### config.mk
export PLATFORM = sky130hd
export DESIGN_NAME = edge_delay_meter
export DESIGN_NICKNAME = d
export VERILOG_FILES = /design/src/rtl/edly_pkg.sv /design/src/rtl/edly_edge_qual.sv /design/src/rtl/edly_wrap_cnt.sv /design/src/rtl/edly_sat_tmr.sv /design/src/rtl/edge_delay_meter.sv
export SDC_FILE = /design/constraint.sdc
export NUM_CORES = 1
export LEC_CHECK = 0
export BUFFER_PORTS_ARGS = -buffer_cell sky130_fd_sc_hd__buf_2
export CAP_MARGIN = 5
export CORE_UTILIZATION = 52
export CTS_CLUSTER_DIAMETER = 100
export CTS_CLUSTER_SIZE = 10
export DETAILED_ROUTE_END_ITERATION = 12
export PLACE_DENSITY = 0.73
export SLEW_MARGIN = 20
export SYNTH_ARGS = -nofsm -noshare
export SYNTH_HDL_FRONTEND = slang
export SYNTH_SLANG_ARGS = --single-unit
### constraint.sdc
create_clock -name clk_i -period 3.85 [get_ports clk_i]
set_input_delay 0.1925 -clock clk_i [delete_from_list [all_inputs] [get_ports clk_i]]
set_output_delay 0.1925 -clock clk_i [all_outputs]
set_load 0.005 [all_outputs]
### src/rtl/edly_pkg.sv
package edly_pkg;
  typedef enum logic {
    ST_WAIT_REF = 1'b0,
    ST_WAIT_DEP = 1'b1
  } meas_st_e;

  localparam logic [1:0] MODE_RISE = 2'b00;
  localparam logic [1:0] MODE_FALL = 2'b01;
  localparam int unsigned NUM_CH = 2;
endpackage

### src/rtl/edly_edge_qual.sv
module edly_edge_qual
  import edly_pkg::*;
(
  input  logic       prev_i,
  input  logic       cur_i,
  input  logic [1:0] mode_i,
  output logic       hit_o
);
  always_comb begin
    unique case (mode_i)
      MODE_RISE: hit_o = ~prev_i & cur_i;
      MODE_FALL: hit_o = prev_i & ~cur_i;
      default:   hit_o = prev_i ^ cur_i;
    endcase
  end
endmodule

### src/rtl/edly_wrap_cnt.sv
module edly_wrap_cnt #(
  parameter int unsigned W = 16
) (
  input  logic         clk_i,
  input  logic         rst_ni,
  input  logic         inc_i,
  output logic [W-1:0] cnt_o,
  output logic         pulse_o
);
  always_ff @(posedge clk_i or negedge rst_ni) begin
    if (!rst_ni) begin
      cnt_o   <= '0;
      pulse_o <= 1'b0;
    end else begin
      pulse_o <= inc_i;
      if (inc_i) cnt_o <= cnt_o + 1'b1;
    end
  end
endmodule

### src/rtl/edly_sat_tmr.sv
module edly_sat_tmr #(
  parameter int unsigned W = 32
) (
  input  logic         clk_i,
  input  logic         rst_ni,
  input  logic         clr_i,
  input  logic         step_i,
  output logic [W-1:0] nxt_o
);
  localparam logic [W-1:0] MAX_VAL = {W{1'b1}};

  logic [W-1:0] val_q;

  assign nxt_o = (val_q == MAX_VAL) ? MAX_VAL : val_q + 1'b1;

  always_ff @(posedge clk_i or negedge rst_ni) begin
    if (!rst_ni)     val_q <= '0;
    else if (clr_i)  val_q <= '0;
    else if (step_i) val_q <= nxt_o;
  end
endmodule

### src/rtl/edge_delay_meter.sv
module edge_delay_meter
  import edly_pkg::*;
#(
  parameter int unsigned DLY_W = 32,
  parameter int unsigned CNT_W = 16
) (
  input  logic             clk_i,
  input  logic             rst_ni,
  input  logic             smp_en_i,
  input  logic             ref_i,
  input  logic             dep_i,
  input  logic [1:0]       ref_mode_i,
  input  logic [1:0]       dep_mode_i,
  output logic [DLY_W-1:0] delay_o,
  output logic             delay_valid_o,
  output logic [CNT_W-1:0] ref_miss_cnt_o,
  output logic             ref_miss_o,
  output logic [CNT_W-1:0] dep_miss_cnt_o,
  output logic             dep_miss_o
);
  localparam int unsigned CH_REF = 0;
  localparam int unsigned CH_DEP = 1;

  logic [NUM_CH-1:0] cur, prev_q, hit;
  logic [1:0]        mode [NUM_CH];

  assign cur[CH_REF]  = ref_i;
  assign cur[CH_DEP]  = dep_i;
  assign mode[CH_REF] = ref_mode_i;
  assign mode[CH_DEP] = dep_mode_i;

  for (genvar c = 0; c < NUM_CH; c++) begin : g_ch
    edly_edge_qual u_qual (
      .prev_i (prev_q[c]),
      .cur_i  (cur[c]),
      .mode_i (mode[c]),
      .hit_o  (hit[c])
    );
  end

  meas_st_e         st_q, st_d;
  logic             seen_q, seen_d;
  logic             tmr_clr, tmr_step, fire;
  logic             ref_inc, dep_inc;
  logic [DLY_W-1:0] tmr_nxt, fire_val;

  edly_sat_tmr #(.W(DLY_W)) u_tmr (
    .clk_i  (clk_i),
    .rst_ni (rst_ni),
    .clr_i  (tmr_clr),
    .step_i (tmr_step),
    .nxt_o  (tmr_nxt)
  );

  always_comb begin
    st_d     = st_q;
    seen_d   = seen_q;
    tmr_clr  = 1'b0;
    tmr_step = 1'b0;
    fire     = 1'b0;
    fire_val = '0;
    ref_inc  = 1'b0;
    dep_inc  = 1'b0;
    if (smp_en_i) begin
      unique case (st_q)
        ST_WAIT_REF: begin
          if (hit[CH_REF]) begin
            if (hit[CH_DEP]) begin
              // coincident edges: zero delay, stay armed for reference
              fire   = 1'b1;
              seen_d = 1'b1;
            end else begin
              st_d    = ST_WAIT_DEP;
              tmr_clr = 1'b1;
            end
          end else if (hit[CH_DEP] && seen_q) begin
            dep_inc = 1'b1;
          end
        end
        ST_WAIT_DEP: begin
          if (hit[CH_DEP]) begin
            fire     = 1'b1;
            fire_val = tmr_nxt;
            seen_d   = 1'b1;
            // reference edge on the closing sample reopens at once
            if (hit[CH_REF]) tmr_clr = 1'b1;
            else             st_d    = ST_WAIT_REF;
          end else begin
            tmr_step = 1'b1;
            ref_inc  = hit[CH_REF];
          end
        end
        default: ;
      endcase
    end
  end

  always_ff @(posedge clk_i or negedge rst_ni) begin
    if (!rst_ni) begin
      st_q          <= ST_WAIT_REF;
      seen_q        <= 1'b0;
      prev_q        <= '0;
      delay_o       <= '0;
      delay_valid_o <= 1'b0;
    end else begin
      st_q          <= st_d;
      seen_q        <= seen_d;
      delay_valid_o <= fire;
      if (smp_en_i) prev_q  <= cur;
      if (fire)     delay_o <= fire_val;
    end
  end

  edly_wrap_cnt #(.W(CNT_W)) u_ref_miss (
    .clk_i   (clk_i),
    .rst_ni  (rst_ni),
    .inc_i   (ref_inc),
    .cnt_o   (ref_miss_cnt_o),
    .pulse_o (ref_miss_o)
  );

  edly_wrap_cnt #(.W(CNT_W)) u_dep_miss (
    .clk_i   (clk_i),
    .rst_ni  (rst_ni),
    .inc_i   (dep_inc),
    .cnt_o   (dep_miss_cnt_o),
    .pulse_o (dep_miss_o)
  );
endmodule

# == Yosys cells after proc, flatten, opt, wreduce, memory -nomap -nowiden ==
# Index checks and enable logic that the tools add are counted.
# op_classes
n_addsub,3
mul,0
n_div,0
magnitude_cmp,0
n_eq_ne,4
shift,0
muxes,32
bitwise,11
n_reduce_logical,5
# ops
operator,n
$mux 32,6
$add 16x1->16 const B,2
$add 32x1->32 const B,1
$eq 32x32->1 const B,1
$mux 1,20
$pmux 1 s2,6
$not 1->1,5
$and 1x1->1,4
$eq 2x1->1 const B,2
$logic_not 2->1,2
$ne 2x1->1 const B,1
$reduce_and 2->1,1
$reduce_bool 2->1,1
$xor 1x1->1,2
$logic_and 1x1->1,1
# totals
register_bits,103
latchBits,0
ram_bits,0
romBits,0
input_bits,9
out_inout_bits,67
elab_cells,65
memories,0

# == Logic depth before layout (Yosys ltp) ==
# logic_depth
depth_word,8
ltp_mapped,8
ltp_nobuf,7

# == Hierarchy ==
# Synthesis repeated with hierarchy kept, for this count alone.
# hier_totals
cells_unflattened,507
hier_area_um2,5397.7
# modules_own_cells
module,instances,cells_each,area_each_um2,seq_area_each_um2
edly_sat_tmr,1,287,2376.0,800.8
edge_delay_meter,1,94,1475.2,925.9
edly_wrap_cnt,2,57,720.7,425.4
edly_edge_qual,2,6,52.6,0.0

# == Worst setup path before layout ==
# Ideal clock, no wire load.
# synth_timing
path_kind,register -> register
from,register u_tmr.val_q[2]
to,register delay_o[21]
setup_ps,126
arrival_time_ps,2098
t_required_ps,3724
slack_ps,1626
stages_incl_launch_ff,8
path_buffers,2
period_less_slack_ps,2224
cell_sequence,dfrtp_1 buf_2 nand4_2 or4_2 clkbuf_1 or2_1 xnor2_1 a221o_1
# synth_via
elab_chain_cells,5
word_cells_on_any_way,6
classes_between,1 x add/sub; 1 x eq/ne; 4 x mux
# synth_rtl
element,line,rtl
"start, declared",edly_sat_tmr.sv:12,logic [W-1:0] val_q;
"start signal, assigned",edly_sat_tmr.sv:19,else if (step_i) val_q <= nxt_o;
$add 32x1->32 or $eq 32x32->1 (tied branches),edly_sat_tmr.sv:14,assign nxt_o = (val_q == MAX_VAL) ? MAX_VAL : val_q + 1'b1;
$mux 32 (*),edly_sat_tmr.sv:14,
$mux 32 (*),edge_delay_meter.sv:81,if (hit[CH_DEP]) begin
$mux 32 (*),edge_delay_meter.sv:65,unique case (st_q)
$mux 32 (*),edge_delay_meter.sv:64,if (smp_en_i) begin
"end signal, assigned",edge_delay_meter.sv:110,if (fire) delay_o <= fire_val;
"end, declared",edge_delay_meter.sv:14,"output logic [DLY_W-1:0] delay_o,"
# Mark *: on every way between the ends. The rest lies on a longest branch, timed or not.
# A chain may end at the register's enable or synchronous reset.

# == Worst setup path after layout ==
# layout_timing
from,register prev_q[1]
to,register u_tmr.val_q[3]
# layout_via
elab_chain_cells,8
word_cells_on_any_way,14
classes_between,9 x mux; 4 x bitwise; 1 x reduce/logical
# layout_rtl
element,line,rtl
"start, declared",edge_delay_meter.sv:24,"logic [NUM_CH-1:0] cur, prev_q, hit;"
"start signal, assigned",edge_delay_meter.sv:109,if (smp_en_i) prev_q <= cur;
$not 1->1,edly_edge_qual.sv:11,MODE_RISE: hit_o = ~prev_i & cur_i;
$and 1x1->1,edly_edge_qual.sv:11,
$pmux 1 s2 (*),edly_edge_qual.sv:10,unique case (mode_i)
$mux 1,"edge_delay_meter.sv:68, edge_delay_meter.sv:81",
$mux 1,edge_delay_meter.sv:67,if (hit[CH_REF]) begin
$pmux 1 s2,edge_delay_meter.sv:65,
$mux 1,edge_delay_meter.sv:64,
$mux 32 or $reduce_bool 2->1 (tied branches),n/a,
# Marks and branches as above.

==> flow_metrics.env <==
export IMPL_status="finished, final reports clean"
export IMPL_crit_path_end_kind="flip-flop"
export IMPL_via_per_inst=6.044
export IMPL_fillers=853
export IMPL_cap_violations=0
export IMPL_rsz0062_at_grt="no"
export IMPL_grt_pass1_vias=4390
export IMPL_die_y_um=104.3
export IMPL_power_leakage_nw=2.997
export IMPL_numCtsBuffers=9
export IMPL_finalSetupViolCount=0
export IMPL_dr_pass1_iters=5
export IMPL_min_period_ps=2638
export IMPL_fin_crit_sh=0.6852
export IMPL_grt_use_total=0.2526
export IMPL_ys_ff_latch=103
export IMPL_register_area_mm2=0.002577
export IMPL_synth_top_area_share=0.4737
export IMPL_cts_clk_slew_worst_paths_ps=100
export IMPL_finalWirelength_mm=13.15
export IMPL_synth_area_leaders="dfrtp_1, xnor2_1, o21ai_0"
export IMPL_synth_fp_nets=587
export IMPL_vias=4624
export IMPL_r2r_start="prev_q[1]$_DFFE_PN0P_"
export IMPL_yosysWarnings=0
export IMPL_min_from="ref_i"
export IMPL_ys_types=51
export IMPL_clock_root_buffer="clkbuf_8"
export IMPL_ir_drop_v=0.0002880
export IMPL_syn_area_per_cell_um2=9.530
export IMPL_finalMaxSlewViolations=0
export IMPL_timing_fmax_mhz=379.1
export IMPL_pwr_density_cell_mw_per_mm2=378.1
export IMPL_critical_path_max_stage_delay_ps=760
export IMPL_dp_hpwl_mm=9.001
export IMPL_tightest_slew_ps=928.4
export IMPL_synth_edf_count=0
export IMPL_nets=643
export IMPL_crit_buf_inv=2
export IMPL_gr_total_overflow=0
export IMPL_drive_gt1_frac=0.1772
export IMPL_synth_most_common_cell="dfrtp_1"
export IMPL_placementRows=36
export IMPL_ys_flop_type="dfrtp_1"
export IMPL_reg2reg_depth=7
export IMPL_synth_cells=571
export IMPL_tns_ps=0
export IMPL_yosysSeqAreaShare=0.4737
export IMPL_netlist_top_cells_count="dfrtp_1, o21ai_0, nand2_1"
export IMPL_routedWlPerCell_um=17.19
export IMPL_skew_ps=13.36
export IMPL_io_pins=76
export IMPL_ant_nets=0
export IMPL_hold_path_class="input port to flip-flop"
export IMPL_cp_arrival_ps=2870
export IMPL_grt_max_degree=81
export IMPL_p_total_w=0.002312
export IMPL_syn_to_final_growth_pct=12.35
export IMPL_syn_area_mm2=0.005441
export IMPL_slew_headroom=0.3784
export IMPL_clk_latency_ps=390
export IMPL_rr_endpoint="u_tmr.val_q[3]$_DFFE_PN0P_"
export IMPL_critPathTopFamily="compound AO/OA/AOI/OAI gates"
export IMPL_core_area_mm2=0.009955
export IMPL_worstHoldPathCells=3
export IMPL_grt_antenna_before_repair=0
export IMPL_min_to="prev_q[0]$_DFFE_PN0P_"
export IMPL_io_buffers=75
export IMPL_yosysTopAreaCell="dfrtp_1"
export IMPL_reg2reg_setup_slack_ps=1210
export IMPL_die_x_um=104.3
export IMPL_clock_sinks=103
export IMPL_synth_async_reset_ratio=1.000
export IMPL_slowest_stage="o211ai_1"
export IMPL_criticalPathCategory="flip-flop to flip-flop"
export IMPL_cp_cell_sequence="inv_1 > ha_1 > mux2i_1 > o211ai_1 > buf_4 > or3_1 > o311ai_0"
export IMPL_initial_core_util=0.5466
export IMPL_dieArea_mm2=0.01088
export IMPL_cts_tree="built"
export IMPL_grt_pass1_wl_mm=21.87
export IMPL_gp_congestion=0.8849
export IMPL_cts_max_path_buffers=2
export IMPL_critPathLaunchType="flip-flop"
export IMPL_diodes=0
export IMPL_remaining_drc_errors=0
export IMPL_required_ps=4080
export IMPL_h_tree_depth=3
export IMPL_critical_path_max_fanout=15
export IMPL_multi_input_area_mm2=0.002620
export IMPL_drt_iter0_markers=260
export IMPL_hold_viol_final=0
[per-stage QoR]
stage / instance area [um2] / instances / util / hold slack (ps) / setup WS [ps]
after floorplan: 5441 / 571 / - / -103.1 / 1626
final: 6113 / 765 / 0.6141 / 56.36 / 1212
after detailed placement: 5874 / 748 / 0.5901 / 422.8 / 1304
after global routing: 6113 / 765 / 0.6141 / 70.15 / 1070
after CTS: 6107 / 765 / 0.6135 / 39.59 / 1276
after global placement: 5874 / 748 / 0.5901 / 420.4 / 1321
[logic make-up after synthesis]
kind of cell / count (synthesis) / synth area share
buf+inv: 59 / 0.04645
xor+xnor: 54 / 0.08692
flops: 103 / 0.4737
compound gates: 136 / 0.1617
mux: 7 / 0.01357
fa+ha+maj: 7 / 0.01609
simple gates: 205 / 0.2017
[sequential cells by signal, indices dropped and copies added (netlist names)]
signal	flops
u_dep_miss.cnt_o	16
u_tmr.val_q	32
delay_valid_o	1
u_ref_miss.pulse_o	1
st_q	1
seen_q	1
u_dep_miss.pulse_o	1
u_ref_miss.cnt_o	16
prev_q	2
delay_o	32
[per-layer routing]
| metal | vias to the layer above | share of wire | track usage |
|---|---|---|---|
| met5 | - | 0 | 0 |
| li1 | 2159 | - | - |
| met3 | 21 | 0.057 | 0.05952 |
| met2 | 143 | 0.48 | 0.3988 |
| met4 | 0 | 0.020 | 0.09184 |
| met1 | 2301 | 0.44 | 0.3385 |
[worst max path at each step]
stage | slack, ps | end | cells past startpoint | from
floorplan | 1630 | delay_o[21]$_DFFE_PN0P_ | 7 | u_tmr.val_q[2]$_DFFE_PN0P_
global placement | 1320 | u_tmr.val_q[3]$_DFFE_PN0P_ | 7 | prev_q[1]$_DFFE_PN0P_
detailed placement | 1300 | u_tmr.val_q[13]$_DFFE_PN0P_ | 7 | prev_q[1]$_DFFE_PN0P_
CTS | 1280 | u_tmr.val_q[3]$_DFFE_PN0P_ | 7 | prev_q[1]$_DFFE_PN0P_
global route | 1070 | delay_o[15]$_DFFE_PN0P_ | 6 | u_tmr.val_q[2]$_DFFE_PN0P_
finish | 1210 | u_tmr.val_q[3]$_DFFE_PN0P_ | 7 | prev_q[1]$_DFFE_PN0P_
[placed cells by master, fill, tap and decap left out, types with 5 or more instances in the layout]
master / netlist / final
a21o_1: 16 / 16
a21oi_1: 27 / 27
a221o_1: 10 / 10
a22o_1: 6 / 6
and2_1: 7 / 7
and3_1: 9 / 9
and4_1: 6 / 6
buf_2: 10 / 74
buf_4: 0 / 8
clkbuf_8: 0 / 10
dfrtp_1: 103 / 103
ha_1: 7 / 7
inv_1: 20 / 20
nand2_1: 47 / 46
nand3_1: 29 / 29
nand4_1: 23 / 23
nor2_1: 19 / 19
nor3_1: 29 / 29
nor4_1: 11 / 11
o211ai_1: 5 / 5
o21ai_0: 51 / 51
o311ai_0: 5 / 5
or3_1: 6 / 6
xnor2_1: 30 / 30
xor2_1: 24 / 24
[timing repair]
item | 4_1_cts | 5_1_grt
hold buffers | 1 | 0
gates resized for setup | 0 | 0
endpoints found under the hold margin | 21 | 0
setup buffers | 0 | 0
[tightest hold or removal path: stages]
cell     delay [ps]
buf_2           100
nand2_1          50
o21ai_0          70
[area by class of cell]
cell class	count	share of cell area
clock buffers	11	0.02313
multi-input cells	409	0.4286
well taps	133	0.02722
repair buffers	84	0.07388
inverters	20	0.01228
clock inverters	5	0.01330
flip-flops and latches	103	0.4216
[where the power goes]
group / leakage, nW / total (W) / internal, W / switching, W
Clock: 0.110 / 0.000764 / 0.000384 / 0.000380
Sequential: 1.39 / 0.00122 / 0.00115 / 0.0000728
Combinational: 1.50 / 0.000327 / 0.000132 / 0.000195
(Power assumes the default switching activity.)
